File: src/rtl/loop_branch_unit.sv
module loop_branch_unit (
  input  logic        clk,
  input  logic        rst_n,
  input  logic        op_valid,
  output logic        op_ready,
  input  logic        op_kind,
  input  logic [1:0]  size_mode,
  input  logic [63:0] cnt_in,
  input  logic [63:0] ip_seq,
  input  logic [7:0]  disp,
  input  logic [63:0] seg_limit,
  input  logic        page_ok_tgt,
  input  logic        page_ok_seq,
  output logic        res_valid,
  output logic [63:0] cnt_out,
  output logic [63:0] ip_out,
  output logic        taken,
  output logic        fault,
  output logic [1:0]  fault_cause
);

  localparam logic [1:0] SZ16 = 2'b00;
  localparam logic [1:0] SZ32 = 2'b01;
  localparam logic [1:0] CAUSE_NONE = 2'b00;
  localparam logic [1:0] CAUSE_SEG  = 2'b01;
  localparam logic [1:0] CAUSE_PAGE = 2'b10;

  function automatic logic width_zero(input logic [63:0] v, input logic [1:0] m);
    case (m)
      SZ16:    width_zero = (v[15:0] == 16'd0);
      SZ32:    width_zero = (v[31:0] == 32'd0);
      default: width_zero = (v == 64'd0);
    endcase
  endfunction

  logic [63:0] tgt_full, tgt, dec_cnt, spec_cnt, next_addr;
  logic        go, seg_bad, page_bad;
  logic [1:0]  cause;

  assign op_ready = 1'b1;
  assign tgt_full = ip_seq + {{56{disp[7]}}, disp};
  assign tgt      = (size_mode == SZ32) ? {32'd0, tgt_full[31:0]} : tgt_full;

  always_comb begin
    case (size_mode)
      SZ16:    dec_cnt = {cnt_in[63:16], cnt_in[15:0] - 16'd1};
      SZ32:    dec_cnt = {32'd0, cnt_in[31:0] - 32'd1};
      default: dec_cnt = cnt_in - 64'd1;
    endcase
  end

  assign go        = op_kind ? width_zero(cnt_in, size_mode) : !width_zero(dec_cnt, size_mode);
  assign spec_cnt  = op_kind ? cnt_in : dec_cnt;
  assign next_addr = go ? tgt : ip_seq;
  assign seg_bad   = next_addr > seg_limit;
  assign page_bad  = go ? !page_ok_tgt : !page_ok_seq;
  assign cause     = seg_bad ? CAUSE_SEG : (page_bad ? CAUSE_PAGE : CAUSE_NONE);

  logic [63:0] spec_q, saved_q, addr_q;
  logic        go_q;
  logic [1:0]  cause_q;

  always_ff @(posedge clk or negedge rst_n) begin
    if (!rst_n) begin
      res_valid <= 1'b0;
      spec_q    <= '0;
      saved_q   <= '0;
      addr_q    <= '0;
      go_q      <= 1'b0;
      cause_q   <= CAUSE_NONE;
    end else begin
      res_valid <= op_valid;
      if (op_valid) begin
        spec_q  <= spec_cnt;
        saved_q <= cnt_in;
        addr_q  <= next_addr;
        go_q    <= go;
        cause_q <= cause;
      end
    end
  end

  assign fault       = res_valid && (cause_q != CAUSE_NONE);
  assign fault_cause = res_valid ? cause_q : CAUSE_NONE;
  assign taken       = res_valid && go_q && (cause_q == CAUSE_NONE);
  assign cnt_out     = (cause_q != CAUSE_NONE) ? saved_q : spec_q;
  assign ip_out      = addr_q;

  AST_ONE_CYCLE: assert property (@(posedge clk) disable iff (!rst_n)
    op_valid |=> res_valid);
  AST_NO_SPURIOUS: assert property (@(posedge clk) disable iff (!rst_n)
    !op_valid |=> !res_valid);
  AST_EXCLUSIVE: assert property (@(posedge clk) disable iff (!rst_n)
    res_valid |-> !(taken && fault));
  AST_CAUSE_CLEAN: assert property (@(posedge clk) disable iff (!rst_n)
    (res_valid && !fault) |-> (fault_cause == CAUSE_NONE));
  AST_ROLLBACK: assert property (@(posedge clk) disable iff (!rst_n)
    op_valid |=> (!fault || cnt_out == $past(cnt_in)));
  AST_ZTEST_KEEPS: assert property (@(posedge clk) disable iff (!rst_n)
    (op_valid && op_kind) |=> (cnt_out == $past(cnt_in)));
  AST_UPPER_KEPT: assert property (@(posedge clk) disable iff (!rst_n)
    (op_valid && size_mode == SZ16) |=> (cnt_out[63:16] == $past(cnt_in[63:16])));

endmodule

File: config.mk
export PLATFORM = sky130hd
export DESIGN_NAME = loop_branch_unit
export DESIGN_NICKNAME = d
export VERILOG_FILES = /design/src/rtl/loop_branch_unit.sv
export SDC_FILE = /design/constraint.sdc
export NUM_CORES = 1
export LEC_CHECK = 0
export CORE_MARGIN = 2
export CORE_UTILIZATION = 30
export DETAILED_ROUTE_END_ITERATION = 10
export DONT_BUFFER_PORTS = 1
export SYNTH_ARGS = -nofsm -noshare
export SYNTH_HDL_FRONTEND = slang
export SYNTH_SLANG_ARGS = --single-unit
File: constraint.sdc
create_clock -name clk -period 4.4 [get_ports clk]
set_input_delay 0.88 -clock clk [delete_from_list [all_inputs] [get_ports clk]]
set_output_delay 0.88 -clock clk [all_outputs]
set_load 0.1 [all_outputs]
==> impl_metrics.tcl <==
set metrics [dict create \
    antenna_cells 0 \
    cts.reportedPaths.clkPinSlew_ns 0.10 \
    r2r_slack_ns 2.98 \
    start_util_pct 30.5 \
    synthesis.area_um2 16500 \
    synthArstFlopShare_pct 100 \
    dr.first_iter.drc_count 1002 \
    critical_path.endpoint_type "flop" \
    synth_ff_type "dfrtp_1" \
    cp.arrival_ns 7.01 \
    dpl.hpwl_um 44800 \
    hold_class "in2async" \
    final_hold_viol_count 0 \
    grt-ovfl-total 0 \
    drcViolationCount 0 \
    portBuffers 0 \
    yosysUniqueCellTypes 73 \
    die-area_um2 56900 \
    post-route-min-period_ns 6.59 \
    nets 2564 \
    firstDrtPassIters 7 \
    power_leakage_nw 10.0 \
    fin_worst_skew_ns 0 \
    slew_violations 0 \
    ff2ff_path_depth 2 \
    antenna_left 0 \
    setup_viol 66 \
    cts_tree "done" \
    max_cap_violations 0 \
    power_density_nw_per_um2 388 \
    yosysSeqAreaShare_pct 29.7 \
    clock-root-buffer "clkbuf_16" \
    place_ws_ns -2.94 \
    syn2layout_area_growth_pct 33.7 \
    critPathMaxFanout 6 \
    path_class "in2reg" \
    antenna_found_initial 0 \
    ir_drop_uv 331 \
    rr_startpoint "ip_out[56]$_DFFE_PN0P_" \
    via_per_inst 5.38 \
    stdcell_count 2934 \
    h-tree-depth 4 \
    final_core_util_pct 40.8 \
    syn_nets 2194 \
    syn-mean-instance-area_um2 8.90 \
    fp.dieW_um 239 \
    wl_per_cell_um 20.1 \
    final.setup.worst_slack_ns -2.19 \
    synth_edf_count 0 \
    grt_max_degree 267 \
    cts.sinks 196 \
    grt_usage_pct 20.4 \
    final_common_cell "buf_4" \
    routed-via-count 15800 \
    rsz0062_at_grt "true" \
    insertion_delay_ns 0.51 \
    status "finished with violations" \
    cts-buffers-inserted 17 \
    place_inst 2869 \
    slew_headroom_pct 25.4 \
    synth_cells 1856 \
    worstPathRequired_ns 4.81 \
    core_area_um2 54100 \
    ys.warnings.count 0 \
    layout_common_cells "buf_4, dfrtp_1, nor2_1" \
    violations "setup timing" \
    gp_congestion 0.973 \
    timing.fmax_mhz 152 \
    die_h_um 239 \
    p_total_w 0.00858 \
    io_pins 342 \
    clockBufferDepth 2 \
    row_count 85 \
    ys_seq_elements 196 \
    fin_crit_sh_pct 150 \
    worstSetupStartpointType "input port" \
    tightest_slew_ns 1.12 \
    reg2reg_to "ip_out[56]$_DFFE_PN0P_" \
    layout-drive-gt1-share_pct 36.1 \
    grt_pass1_vias 16000 \
    grt_pass1_wl_um 90300 \
    routed_wirelength_um 59000 \
]
per-stage QoR:
step                cell area, µm²  TNS (ns)  hold slack [ns]
floorplan                    16900    -55.57            0.459
global placement             20500    -64.55            0.473
detailed placement           20500    -65.48            0.478
CTS                          21700    -26.80           0.0280
global route                 22100    -42.07           0.0290
finish                       22100    -35.04           0.0719
routing by layer:
metal | global-route usage (%) | share of wire, %
met1 | 23.8 | 41
met2 | 35.3 | 49
met3 | 6.13 | 8.0
met4 | 7.23 | 2.5
met5 | 0 | 0
critical path, stage by stage:
cell and delay (ns):
or4_4 0.52, or4_4 0.46, or4_4 0.55, or3_4 0.35, a2111o_1 0.42, nor4_2 0.31
o2111ai_1 0.16, or3_4 0.42, a31oi_4 0.16, buf_12 0.15, buf_12 0.15, mux2_4 0.33
ha_4 0.27, nand4_1 0.20, nor4_4 0.36, inv_2 0.09, nor4_4 0.23, buf_4 0.18
a221oi_2 0.05, o21ai_1 0.08, a31oi_1 0.05, a31oi_1 0.20, a211o_1 0.15, o41ai_2 0.07
a31o_1 0.20
state kept, by name, summed over array words and instances (netlist names):
register	flops
go_q	1
saved_q	64
res_valid	1
cause_q	2
ip_out	64
spec_q	64
cells in the mapped netlist (15+ instances only):
cell      number  area, µm²
a21o_1        56        420
clkbuf_1      84        315
inv_1         89        334
xor2_1        31        272
nand4_1       34        213
nor3_1        37        185
a211oi_1      16        120
a21oi_1      144        721
or4_1         16        120
nand2_1      122        458
o21ai_0       80        400
nand3_1       34        170
o21a_1        15        113
ha_1         129       1610
nor4_1        40        250
xnor2_1       66        578
dfrtp_1      196       4900
mux2_2       247       2780
nor2_1       171        642
a31oi_1       37        231
or3_1         17        106
kinds of logic after synthesis:
| kind of cell | Yosys count | share of synthesized area (%) |
|---|---|---|
| fa+ha+maj | 130 | 9.89 |
| other cells | 1 | 0.0227 |
| mux | 252 | 17.1 |
| xor+xnor | 97 | 5.14 |
| flops | 196 | 29.7 |
| buf+inv | 187 | 4.58 |
| compound gates | 446 | 17.2 |
| simple gates | 547 | 16.3 |
how the worst max path moves through the flow:
| stage | start | end | slack, ns | depth (start not counted) |
|---|---|---|---|---|
| after floorplan | cnt_in[17] | cause_q[1]$_DFFE_PN0P_ | -2.25 | 25 |
| after global placement | cnt_in[19] | cause_q[0]$_DFFE_PN0P_ | -2.86 | 25 |
| after detailed placement | cnt_in[19] | cause_q[0]$_DFFE_PN0P_ | -2.94 | 25 |
| after CTS | cnt_in[19] | cause_q[1]$_DFFE_PN0P_ | -2.07 | 26 |
| after global routing | cnt_in[19] | cause_q[1]$_DFFE_PN0P_ | -2.35 | 25 |
| final | cnt_in[19] | cause_q[1]$_DFFE_PN0P_ | -2.19 | 25 |
cell type report:
type | instances | area, µm²
clock inverters | 14 | 159
fillers | 5299 | 32100
clock buffers | 17 | 425
flip-flops and latches | 196 | 4900
repair buffers | 449 | 3650
well taps | 696 | 871
multi-input cells | 1473 | 11700
inverters | 89 | 334
repair_timing:
item                                    in CTS  in global routing
endpoints found under the setup margin      66                 66
gates cloned                                 3                  1
gates resized for setup                     70                 85
hold buffers                                 0                  0
buffers inserted                            27                 21
pin swaps                                    5                 19
power breakdown:
| part | switching, W | leakage, nW | internal, W |
|---|---|---|---|
| clock | 0.000864 | 0.287 | 0.000809 |
| combinational | 0.00231 | 7.48 | 0.00142 |
| sequential | 0.00114 | 2.28 | 0.00203 |
Note: power is estimated with default switching activity, not from simulation.
